--- src/rtl/tmr_clk_pkg.sv ---
package tmr_clk_pkg;
  localparam int unsigned SEL_W  = 4;
  localparam int unsigned N_TAPS = 7;
  localparam int unsigned N_EVT  = 2 ** (SEL_W - 1);

  typedef logic [SEL_W-1:0] csel_t;

  localparam csel_t SEL_OFF = '0;

  // log2 of the divide ratio for each tap, tap 0 = divide by 1
  function automatic int unsigned tap_shift(input int unsigned idx);
    case (idx)
      0:       return 0;
      1:       return 1;
      2:       return 2;
      3:       return 3;
      4:       return 6;
      5:       return 8;
      default: return 10;
    endcase
  endfunction

  localparam int unsigned PRE_W = tap_shift(N_TAPS - 1);
endpackage

--- src/rtl/tmr_prescaler.sv ---
module tmr_prescaler
  import tmr_clk_pkg::*;
(
  input  logic              clk_i,
  input  logic              rst_ni,
  output logic [N_TAPS-1:0] tap_o
);
  logic [PRE_W-1:0] cnt_q;

  always_ff @(posedge clk_i or negedge rst_ni) begin
    if (!rst_ni) cnt_q <= '0;
    else         cnt_q <= cnt_q + 1'b1;
  end

  for (genvar i = 0; i < N_TAPS; i++) begin : g_tap
    localparam int unsigned S = tap_shift(i);
    if (S == 0) begin : g_div1
      assign tap_o[i] = 1'b1;
    end else begin : g_divn
      assign tap_o[i] = &cnt_q[S-1:0];
    end
  end
endmodule

--- src/rtl/tmr_src_mux.sv ---
module tmr_src_mux
  import tmr_clk_pkg::*;
(
  input  logic              en_i,
  input  csel_t             sel_i,
  input  logic [N_TAPS-1:0] tap_i,
  input  logic [N_EVT-1:0]  evt_i,
  output logic              tick_o
);
  logic [N_TAPS:0]    tap_pad;
  logic [SEL_W-2:0]   low_sel;
  logic [SEL_W-2:0]   tap_idx;

  assign tap_pad = {1'b0, tap_i};
  assign low_sel = sel_i[SEL_W-2:0];
  assign tap_idx = low_sel - 1'b1;

  always_comb begin
    if (!en_i || sel_i == SEL_OFF) tick_o = 1'b0;
    else if (sel_i[SEL_W-1])       tick_o = evt_i[low_sel];
    else                           tick_o = tap_pad[tap_idx];
  end
endmodule

--- src/rtl/tmr_clk_sel.sv ---
module tmr_clk_sel
  import tmr_clk_pkg::*;
#(
  parameter int unsigned N_TIMERS = 3
) (
  input  logic                      clk_i,
  input  logic                      rst_ni,
  input  logic [N_TIMERS*SEL_W-1:0] sel_i,
  input  logic [N_EVT-1:0]          evt_i,
  output logic [N_TIMERS-1:0]       tick_o
);
  logic [N_TAPS-1:0] tap;

  tmr_prescaler u_pre (
    .clk_i  (clk_i),
    .rst_ni (rst_ni),
    .tap_o  (tap)
  );

  for (genvar t = 0; t < N_TIMERS; t++) begin : g_tmr
    tmr_src_mux u_mux (
      .en_i   (rst_ni),
      .sel_i  (sel_i[t*SEL_W +: SEL_W]),
      .tap_i  (tap),
      .evt_i  (evt_i),
      .tick_o (tick_o[t])
    );
  end
endmodule

--- config.mk ---
export PLATFORM = sky130hd
export DESIGN_NAME = tmr_clk_sel
export DESIGN_NICKNAME = d
export VERILOG_FILES = /design/src/rtl/tmr_clk_pkg.sv /design/src/rtl/tmr_prescaler.sv /design/src/rtl/tmr_src_mux.sv /design/src/rtl/tmr_clk_sel.sv
export SDC_FILE = /design/constraint.sdc
export NUM_CORES = 1
export LEC_CHECK = 0
export ABC_AREA = 0
export CAP_MARGIN = 20
export CORE_MARGIN = 2
export CORE_UTILIZATION = 30
export DETAILED_ROUTE_END_ITERATION = 8
export PLACE_DENSITY = 0.54
export SETUP_SLACK_MARGIN = 0.05
export SYNTH_ARGS = -nofsm -noshare
export SYNTH_HDL_FRONTEND = slang
export SYNTH_SLANG_ARGS = --single-unit
--- constraint.sdc ---
create_clock -name clk_i -period 4.2 [get_ports clk_i]
set_input_delay 0.42 -clock clk_i [delete_from_list [all_inputs] [get_ports clk_i]]
set_output_delay 0.42 -clock clk_i [all_outputs]
set_load 0.02 [all_outputs]
==> impl.org, run 1 <==
** Run status
- Outcome :: finished, final reports clean

** Finish
- Antenna diode count :: 0
- Compared with the post-synthesis result, the final layout area differs by 32.5%.
- The count of cells in the finished layout, fillers not included, comes to roughly 140.
- In the final layout, flip-flops and latches occupy between 200 and 300 µm².
- After routing the design area is between 0.001 and 0.0015 mm².
- The register with the most flip-flops in the layout has 10 of them.
- Cells fill between 40% and 50% of the core in the end.
- Layout cell share with drive strength beyond 1 :: just under 9%
- Multi-input combinational cell area :: 582 µm²
- Nets :: between 100 and 150
- Top register by number of flip-flops :: u_pre.cnt_q
- The largest registers in the layout are u_pre.cnt_q x10.
- Total of fill cells in the finished design :: between 200 and 300

** Floorplan
- Initial Util :: between 30% and 40%
- Pin placement for this block handled 25 I/O pins.
- Floorplan die width :: between 50 and 60 µm
- Area of the die :: 0.00340 mm²
- From bottom edge to top edge, the die measures roughly 58 µm.
- In this run the core area contains 19 standard-cell rows.
- Total core area :: 0.00278 mm²

** CTS
- Once the clock tree was built, the resizer swapped 0 gates to a different size.
- Clock transition time at the flip-flop clock pins of the worst setup and hold paths :: roughly 0.06 ns
- Level count of the clock H-tree :: 1
- Root buffer cell :: sky130_fd_sc_hd__clkbuf_4
- CTS tree :: yes
- Number of post-CTS setup repair buffers :: 0
- No sink is reached through more buffers than the 2 on the longest clock path.
- Clock buffer count from CTS :: 3
- Cts hold-fix bufs :: 0
- Clock insertion delay at the later pin of the skew report :: about 0.27 ns
- The clock drives 10 sinks.

** Critical path
- At the worst endpoint, the arrival time is around 2.8 ns.
- The largest single stage delay on the critical path is ~0.63 ns.
- Startpoint of the most critical setup path :: sel_i[4]
- The worst setup path is captured at an output port.
- Highest net fanout along the worst path :: 6
- Most frequent CP cell :: sky130_fd_sc_hd__clkdlybuf4s50_1
- Worst path cell trace :: clkdlybuf4s50_1 > inv_1 > ha_1 > mux2i_1 > a211oi_1 > a311oi_1 > nor3_1 > clkdlybuf4s50_1
- Last element of the critical path :: tick_o[1]
- In this run the register-to-register setup slack is about 2.7 ns.
- The worst register-to-register path has a depth of 4.
- Startpoint of the worst-slack reg-to-reg timing path :: u_pre.cnt_q[0]$_DFF_PN0_
- By startpoint and endpoint, the worst setup path is classified as in2out.
- STA puts the critical path data required time at approximately 3.8 ns.
- STA classifies the critical path startpoint as an input pin.
- FF-to-FF End :: u_pre.cnt_q[8]$_DFF_PN0_
- Standard cell with the maximum stage delay on the critical path :: sky130_fd_sc_hd__clkdlybuf4s50_1

** Placed design
- Summed over all nets, the half-perimeter wirelength after detailed placement is around 1700 µm.
- The placed instances occupy a cell area of 0.00114 mm².
- Cell count after placement :: between 100 and 150
- OpenSTA, run right after detailed placement, puts the worst setup slack at 1.00 ns.
- Port buffering added 24 buffers.
- At the end of routability-driven placement, the weighted congestion stood at about 0.82.

** Routing
- Using the TritonRoute via totals, the vias-per-cell ratio works out to roughly 5.3.
- In this run, the number of DRC markers left after iteration 0 of detailed routing was 48.
- Via count :: approximately 760
- Drc violations :: 0
- Routed length per instance :: roughly 15 µm
- Post-Route WL :: 2140 µm
- 1st-pass router iterations :: 3
- Final ANT Viol Nets :: 0

** Global routing
- Largest net degree at the start of global routing :: 14
- Number of antenna violations at the first check in global routing :: 0
- Global routing finished with a remaining overflow of 0.
- Vias in the first global route :: 790
- The first global-routing pass estimated approximately 3700 µm of wire.
- Global routing used roughly 15% of the available tracks across all layers.

** Logic synthesis
- Synth warnings :: 0
- The synthesized netlist contains 22 unique library cells.
- Of all flip-flops after synthesis, the portion carrying an async set or reset was 100%.
- Seq cells post-synth :: 10
- Biggest area contributors in the synthesized netlist :: sky130_fd_sc_hd__dfrtp_1 (28%), sky130_fd_sc_hd__mux4_2 (10%), sky130_fd_sc_hd__ha_1 (7.1%)
- Mean post-synth cell area :: 10.1 µm²
- sky130_fd_sc_hd__dfrtp_1 is the most common cell in the netlist.
- By count the netlist is led by sky130_fd_sc_hd__dfrtp_1 (10), sky130_fd_sc_hd__inv_1 (7), sky130_fd_sc_hd__nand2_1 (6), sky130_fd_sc_hd__nand3_1 (6), sky130_fd_sc_hd__o21ai_0 (6).
- Synthesis produced just under 90 cells.
- Summed over its instances, the top area cell type makes up around 28% of the synthesized netlist area.
- The synthesized design spends more area on one cell type than any other, namely sky130_fd_sc_hd__dfrtp_1.
- Total standard cell area after synthesis :: about 890 µm²
- Synthesized net count :: approximately 120
- Ys flop type :: sky130_fd_sc_hd__dfrtp_1
- Number of enable flip-flop cells after synthesis :: 0
- Summing the sequential cell areas from Yosys gives between 20 and 30% of the chip area.

** Timing
- Measured against its own limit, the worst slew margin works out to 62.4%.
- Worst setup skew after layout :: 0.00284 ns
- Maximum frequency from static timing analysis :: ~310 MHz
- Final Cycle Share :: 76.1%
- Sum of negative setup slack :: 0 ns
- Final-report setup violation count :: 0
- Hold Fails Final Rpt :: 0
- Setup repair after global routing left no endpoint under its margin.
- Clock period minus worst slack :: approximately 3.2 ns
- The number of pins exceeding their max-slew limit in the final report came to 0.
- Transition time at the pin with the least slew margin :: 0.562 ns
- Setup slack closes at roughly 1 ns.

** Power and ir drop
- Lkg Pwr :: a little over 0.0005 µW
- For this design the ratio of total power to cell area is ~220 mW/mm².
- IR analysis of the VDD net gives a maximum drop of roughly 0.12 mV.

** Worst hold path
- Type of the tightest min-delay check :: reg2reg

** Job
- Max-cap violations in this run came to 0.
critical path, delay by kind of cell:
kind | cells | cell delay (ns)
compound gates | 2 | 0.32
fa+ha+maj | 1 | 0.35
buf+inv | 3 | 1.33
mux | 1 | 0.14
simple gates | 1 | 0.20
worst min-delay path by stage:
stage | cells past startpoint | slack, ns | startpoint | to
finish | 1 | 0.48 | u_pre.cnt_q[4]$_DFF_PN0_ | u_pre.cnt_q[4]$_DFF_PN0_
global route | 1 | 0.49 | u_pre.cnt_q[4]$_DFF_PN0_ | u_pre.cnt_q[4]$_DFF_PN0_
CTS | 1 | 0.49 | u_pre.cnt_q[4]$_DFF_PN0_ | u_pre.cnt_q[4]$_DFF_PN0_
detailed placement | 1 | 0.47 | u_pre.cnt_q[4]$_DFF_PN0_ | u_pre.cnt_q[4]$_DFF_PN0_
global placement | 1 | 0.45 | u_pre.cnt_q[4]$_DFF_PN0_ | u_pre.cnt_q[4]$_DFF_PN0_
floorplan | 0 | 0.12 | rst_ni | u_pre.cnt_q[0]$_DFF_PN0_
power breakdown:
part	switching, µW	leakage [µW]	internal, µW
logic	33.3	0.000357	44.4
registers	0	0.000125	96.2
clock network	34.4	0.0000210	52.7
layer usage:
| metal | routed length, µm | track usage [%] | vias up |
|---|---|---|---|
| li1 | - | - | 381 |
| met1 | 994 | 19.8 | 353 |
| met2 | 963 | 22.3 | 27 |
| met3 | 175 | 3.52 | 2 |
| met4 | 5 | 5.98 | 0 |
| met5 | 0 | 0 | - |
layout by cell type (no fill, tap or decap), types with 4 or more instances in the layout:
cell type / instances
sky130_fd_sc_hd__xor2_1: 5
sky130_fd_sc_hd__xnor2_1: 5
sky130_fd_sc_hd__ha_1: 5
sky130_fd_sc_hd__and3_1: 4
sky130_fd_sc_hd__dfrtp_1: 10
sky130_fd_sc_hd__inv_1: 7
sky130_fd_sc_hd__nand2_1: 6
sky130_fd_sc_hd__mux4_2: 4
sky130_fd_sc_hd__o21ai_0: 6
sky130_fd_sc_hd__nand3_1: 6
sky130_fd_sc_hd__a211oi_1: 4
sky130_fd_sc_hd__clkdlybuf4s50_1: 24
final cells by class:
class,instances,share of cell area [%]
Multi-Input combinational cell,67,49.6
Inverter,7,2.24
Tap cell,31,3.30
Clock buffer,4,3.09
Timing Repair Buffer,24,20.5
Sequential cell,10,21.3
logic make-up (layout without fill, tap and decap cells):
logic type	count (synthesis)	in the layout	synth area share (%)
flops	10	10	28.2
simple gates	25	25	14.3
compound gates	18	18	15.0
xor+xnor	10	10	9.89
buf+inv	11	35	6.07
fa+ha+maj	5	5	7.06
mux	9	9	19.5
metrics by stage:
stage | total power (µW) | hold slack, ns
after floorplan | 141 | 0.124
after global placement | 176 | 0.455
after detailed placement | 176 | 0.474
after CTS | 266 | 0.486
after global routing | 278 | 0.493
final | 261 | 0.481
(Power assumes the default switching activity.)
==> run 2: changes to the inputs <==
- PLACE_DENSITY: 0.54 -> 0.56
- clock period: 4.2 -> 2.85 ns (I/O delays scaled with it)
==> impl.org, run 2 (same netlist as run 1, synthesis figures left out) <==
** Routing
- Via count :: 788
- After the first detailed-routing iteration, the DRC count stood at 15.
- In this run the remaining antenna-violating nets after routing total 0.
- Drc violations :: 0
- Routed length per instance :: between 10 and 15 µm
- Number of vias per cell after detailed routing :: 5.25
- Post-Route WL :: ~2200 µm
- 1st-pass router iterations :: 4

** Timing
- Final Cycle Share :: between 80 and 90%
- Based on the critical path, the design can be clocked at up to about 420 MHz.
- Worst setup skew after layout :: between 0.0008 and 0.0009 ns
- Relative max-transition margin :: roughly 82%
- Sum of negative setup slack :: 0 ns
- Setup violations remaining at the end of the flow were counted as 0.
- Setup WS post-layout :: between 0.4 and 0.5 ns
- Minimum hold slack :: around 0.47 ns
- For the pin with the worst max-slew slack, the measured transition is between 0.2 and 0.3 ns.
- Setup repair after global routing left no endpoint under its margin.
- Hold Fails Final Rpt :: 0
- Final slew viol count :: 0
- Subtracting the final worst setup slack from the clock period gives approximately 2.4 ns.

** Critical path
- Arrival time at the worst endpoint :: approximately 2.1 ns
- Critical setup path kind :: in2out
- STA classifies the critical path startpoint as an input pin.
- Element type at the critical path end :: output port
- Data required time at the worst endpoint :: between 2 and 3 ns
- Highest net fanout along the worst path :: 4

** Floorplan
- Floorplan die width :: between 50 and 60 µm
- In this run the vertical extent of the chip is between 50 and 60 µm.
- Area of the die :: between 0.003 and 0.004 mm²
- After floorplanning, the core was sized to cover 0.00278 mm².
- Once the floorplan was initialized, standard cells occupied between 30% and 40% of the core.
- Number of I/O pins :: 25
- Row count :: 19

** Power and ir drop
- Dividing total power by cell area gives a power density of ~310 mW/mm².
- Lkg Pwr :: 0.000581 µW
- The worst-case IR drop observed on VDD is roughly 0.30 mV.

** Global routing
- The first global-routing pass estimated between 3000 and 4000 µm of wire.
- GRT Util Overall :: 14.3%
- Vias in the first global route :: between 800 and 900
- The total overflow left after global routing is 0.
- Number of antenna violations at the first check in global routing :: 0
- Largest net degree at the start of global routing :: 11

** Finish
- Nets :: about 150
- At the end of the flow the core is filled with cells to ~44%.
- Top register by number of flip-flops :: u_pre.cnt_q
- The register with the most flip-flops in the layout has 10 of them.
- In the layout the commonest cells are sky130_fd_sc_hd__clkdlybuf4s50_1 (21), sky130_fd_sc_hd__dfrtp_1 (10), sky130_fd_sc_hd__inv_1 (7), sky130_fd_sc_hd__buf_4 (7).
- Layout cell share with drive strength beyond 1 :: 14.3%
- From synthesis to final layout, the design area changed by 39.3%.
- In the final layout, the registers with the most flip-flops are u_pre.cnt_q x10.
- Leaving out fill and tap cells, the most frequent cell in the layout is sky130_fd_sc_hd__clkdlybuf4s50_1.
- The number of antenna diodes in the final layout is 0.

** Placed design
- Port buffering added 24 buffers.
- Placement Setup Slack :: 0.0758 ns
- DP HPWL :: 1800 µm
- RePlAce Congestion :: 0.758

** Worst hold path
- Type of the tightest min-delay check :: reg2reg

** CTS
- The number of setup buffers added after CTS is 0.
- Root buffer cell :: sky130_fd_sc_hd__clkbuf_4
- The clock reaches the later pin of the worst-skew pair after approximately 0.26 ns.
- Counting along the longest clock path gives a buffer depth of 2.
- Clock-pin slew was measured on the worst setup and hold paths at around 0.070 ns.
- TritonCTS built the clock tree.
- In this run the number of H-tree levels came out at 1.
- Number of sinks handled by clock tree synthesis :: 10
- TritonCTS created 3 clock buffers.

** Run status
- The flow ran to the end, and the final reports show no timing, DRC or antenna violations.

** Job
- Maximum Capacitance Violations :: 0
## run 2: cell types whose count changed in the layout (fill, tap and decap cells not counted), sizes merged
| cell | before | now |
|---|---|---|
| clkdlybuf4s50 | 24 | 21 |
| dlymetal6s2s | 0 | 3 |
| buf | 0 | 7 |
## run 2: worst paths after layout
path	cells after the start	slack, ns	from	endpoint
max in group asynchronous	2	2.23	rst_ni	u_pre.cnt_q[6]$_DFF_PN0_
max	8	0.49	sel_i[9]	tick_o[2]
min	1	0.47	u_pre.cnt_q[4]$_DFF_PN0_	u_pre.cnt_q[4]$_DFF_PN0_
max reg2reg	5	1.45	u_pre.cnt_q[1]$_DFF_PN0_	u_pre.cnt_q[8]$_DFF_PN0_
min reg2reg	1	0.47	u_pre.cnt_q[4]$_DFF_PN0_	u_pre.cnt_q[4]$_DFF_PN0_
min in group asynchronous	2	0.48	rst_ni	u_pre.cnt_q[2]$_DFF_PN0_
## run 2: worst max-delay path, stage by stage
cell                              delay, ns
sky130_fd_sc_hd__clkdlybuf4s50_1       0.52
sky130_fd_sc_hd__inv_1                 0.06
sky130_fd_sc_hd__ha_1                  0.33
sky130_fd_sc_hd__mux2i_1               0.14
sky130_fd_sc_hd__a211oi_1              0.25
sky130_fd_sc_hd__a311oi_1              0.08
sky130_fd_sc_hd__nor3_1                0.17
sky130_fd_sc_hd__dlymetal6s2s_1        0.24
## run 2: timing repair
action                                  in CTS  in global routing
endpoints found under the setup margin       0                  3
hold buffers                                 0                  0
gates resized for setup                      0                  3
## run 2: cell type report
cell class              count  area, µm²
fillers                   273       1550
clock buffers               4       36.3
repair buffers             31        300
multi-input cells          67        582
inverters                   7       26.3
flip-flops and latches     10        250
well taps                  31       38.8
## run 2: stage by stage
step	total power [µW]	area, µm²	std cells
CTS	395	1230	150
global placement	265	1190	146
finish	388	1230	150
floorplan	208	886	88
global route	411	1230	150
detailed placement	266	1190	146
## run 2: metal layers
| layer | global-route usage, % | up-vias | share of wire [%] |
|---|---|---|---|
| met5 | 0 | - | 0 |
| met4 | 4.98 | 0 | 0 |
| met3 | 1.32 | 0 | 5.9 |
| met2 | 24.1 | 22 | 46 |
| met1 | 19.1 | 367 | 48 |
| li1 | - | 399 | - |
## run 2: power breakdown
| group | leakage [µW] | total, µW | switching, µW | internal (µW) |
|---|---|---|---|---|
| Clock | 0.0000210 | 125 | 47.8 | 77.5 |
| Combinational | 0.000434 | 121 | 51.4 | 69.3 |
| Sequential | 0.000125 | 142 | 0 | 142 |
| Total | 0.000581 | 388 | 99.2 | 289 |
==> run 3: changes to the inputs <==
- PLACE_DENSITY: 0.56 -> 0.54
- clock period: 2.85 -> 2.3 ns (I/O delays scaled with it)
==> impl.org, run 3 (same netlist as run 1, synthesis figures left out) <==
** Run status
- Outcome :: finished, final reports clean

** Timing
- Transition time at the pin with the least slew margin :: approximately 0.24 ns
- After layout, the minimum clock period comes to about 2.2 ns.
- Setup WS post-layout :: ~0.14 ns
- The clock arrives with between 0.0004 and 0.0005 ns of skew.
- Maximum frequency from static timing analysis :: around 460 MHz
- The number of failing hold endpoints at the final stage is 0.
- Setup repair after global routing could not meet its margin everywhere.
- Measured against its own limit, the worst slew margin works out to 83.6%.
- The number of pins exceeding their max-slew limit in the final report was 0.
- Setup violations remaining at the end of the flow were counted as 0.
- Final Cycle Share :: about 94%

** Floorplan
- Total core area :: 0.00278 mm²
- Number of I/O pins :: 25
- The die covers approximately 0.0034 mm².
- The die is ~60 µm tall.
- Floorplan die width :: a little under 60 µm
- The initialized floorplan defines 19 standard-cell rows.
- For this configuration, the core starts out at a cell density of roughly a third.

** Finish
- The repair_antennas step left the layout with diodes totalling 0.
- Synth-to-layout area growth :: 47.5%
- Once layout is complete, the cells apart from fillers number around 160.
- Most frequent standard cell in the layout excluding fill and tap cells :: sky130_fd_sc_hd__clkdlybuf4s50_1
- Sequential standard cell area :: around 250 µm²
- The register with the most flip-flops in the layout has 10 of them.
- Nets :: around 160
- Biggest registers after layout :: u_pre.cnt_q x10
- The post-route netlist has roughly 25% of its cells at a drive strength greater than 1.
- Multi-input combinational cell area :: approximately 630 µm²
- Counting the fill cells in the layout gives 279.
- Leaving out fill and tap cells, the most frequent cells in the layout are sky130_fd_sc_hd__clkdlybuf4s50_1 (21), sky130_fd_sc_hd__buf_4 (15), sky130_fd_sc_hd__dfrtp_1 (10), sky130_fd_sc_hd__inv_1 (7).
- The register with the most flip-flops in the final layout is u_pre.cnt_q.

** Worst hold path
- Type of the tightest min-delay check :: in2async

** CTS
- In this run the number of H-tree levels came out at 1.
- No sink is reached through more buffers than the 2 on the longest clock path.
- The number of hold buffers added after CTS was 0.
- Clock transition time at the flip-flop clock pins of the worst setup and hold paths :: roughly 0.060 ns
- The tree is rooted in a sky130_fd_sc_hd__clkbuf_4.
- In this run, CTS created clock tree buffers numbering 3.
- The clock drives 10 sinks.
- Clock insertion delay at the later pin of the skew report :: between 0.2 and 0.3 ns
- TritonCTS built the clock tree.

** Routing
- Across all layers, the routed design uses around 840 vias.
- Final ANT Viol Nets :: 0
- 1st-pass router iterations :: 3
- In the final routed layout, each cell accounts on average for about 15 µm.
- In this run, the number of DRC markers left after iteration 0 of detailed routing was 10.
- After detailed routing, the number of remaining DRC violations is 0.
- For this block, the routed nets add up to approximately 2400 µm of wire.
- In the routed layout, each cell is associated on average with a via count of ~5.3.

** Critical path
- Highest net fanout along the worst path :: 3
- In this design, the largest share of critical-path delay is due to buffers and inverters.
- Buffers plus inverters on the worst setup path :: 4
- The critical path crosses 9 cells after its start point.
- For the worst flop-to-flop path, the logic depth is 5.
- Largest stage delay on the critical path :: about 0.48 ns
- Element type at the critical path start :: input pin
- At the worst endpoint, the arrival time is 1.93 ns.
- STA puts the critical path data required time at ~2.1 ns.
- The worst setup path is of the in2out kind.
- The largest individual stage delay along the critical path comes from the cell sky130_fd_sc_hd__clkdlybuf4s50_1.
- The critical path goes through clkdlybuf4s50_1 > inv_1 > ha_4 > buf_4 > a31oi_2 > o21ai_0 > a311oi_1 > nor3_1 > buf_2.
- Element type at the critical path end :: output port

** Job
- Maximum Capacitance Violations :: 0

** Global routing
- The first global-routing pass estimated 3940 µm of wire.
- For this run, the total global-route usage over all layers was measured as about 15%.
- The number of global-route vias before repair is between 800 and 900.
- The initial antenna violation count was 0.
- Remaining global-route overflow :: 0
- Entering global routing, the biggest net connects 11 pins.

** Power and ir drop
- For this design the static power due to leakage is about 0.00057 µW.
- Worst vdd ir :: 0.316 mV
- Summing internal, switching and leakage power gives approximately 460 µW.
- For this design the ratio of total power to cell area is around 350 mW/mm².

** Placed design
- DP HPWL :: between 1500 and 2000 µm
- Counting tap cells, the placed design contains a total of 154 instances.
- At the placement stage, the worst setup path has a slack of -0.351 ns.
- Buffers placed on the I/O ports in this run total 24.
- RePlAce Congestion :: between 0.7 and 0.8
[run 3: changes by cell type in the layout (fill, tap and decap cells not counted)]
cell,previous run,this run
sky130_fd_sc_hd__a211oi_1,4,3
sky130_fd_sc_hd__a211oi_2,2,3
sky130_fd_sc_hd__a31oi_1,2,1
sky130_fd_sc_hd__a31oi_2,0,1
sky130_fd_sc_hd__buf_2,0,2
sky130_fd_sc_hd__buf_4,7,15
sky130_fd_sc_hd__clkbuf_2,0,1
sky130_fd_sc_hd__clkbuf_8,1,0
sky130_fd_sc_hd__dlymetal6s2s_1,3,0
sky130_fd_sc_hd__ha_1,5,2
sky130_fd_sc_hd__ha_4,0,3
[run 3: worst paths after layout]
check / from / end / slack (ns)
max: sel_i[4] / tick_o[1] / 0.14
max reg2reg: u_pre.cnt_q[1]$_DFF_PN0_ / u_pre.cnt_q[8]$_DFF_PN0_ / 0.92
min: rst_ni / u_pre.cnt_q[9]$_DFF_PN0_ / 0.41
min reg2reg: u_pre.cnt_q[4]$_DFF_PN0_ / u_pre.cnt_q[4]$_DFF_PN0_ / 0.47
min in group clk_i: u_pre.cnt_q[4]$_DFF_PN0_ / u_pre.cnt_q[4]$_DFF_PN0_ / 0.47
max in group asynchronous: rst_ni / u_pre.cnt_q[2]$_DFF_PN0_ / 1.75
[run 3: final cells by class]
type,count,area share [%]
Tap cell,31,2.97
Multi-Input combinational cell,67,48.3
Inverter,7,2.01
Timing Repair Buffer,39,25.9
Sequential cell,10,19.2
Clock buffer,3,1.72
[run 3: per-stage QoR]
step	setup TNS, ns	util (%)	hold slack [ns]	instance area (µm²)
final	0	47.0	0.410	1310
after global routing	0	47.0	0.434	1310
after CTS	0	46.0	0.401	1280
after detailed placement	-1.01	44.9	0.462	1250
after global placement	-0.953	44.9	0.456	1250
after floorplan	0	-	-0.0656	886
[run 3: timing repair]
item                                    in CTS  in global routing
pin swaps                                    2                  3
endpoints found under the hold margin        0                  0
gates resized for setup                     14                  5
endpoints found under the setup margin       3                  3
buffers inserted                             0                  0
[run 3: per-layer routing]
| metal | GRT usage, % | up-vias | part of all wire [%] |
|---|---|---|---|
| li1 | - | 413 | - |
| met1 | 20.3 | 399 | 46 |
| met2 | 24.4 | 24 | 47 |
| met3 | 2.42 | 2 | 5.9 |
| met4 | 5.32 | 0 | 0.99 |
| met5 | 0 | - | 0 |
[run 3: where the power goes]
| group | total, µW | internal [µW] | switching [µW] |
|---|---|---|---|
| Clock | 114 | 60.1 | 53.7 |
| Sequential | 176 | 176 | 0 |
| Combinational | 171 | 99.5 | 71.2 |
| Total | 460 | 335 | 125 |
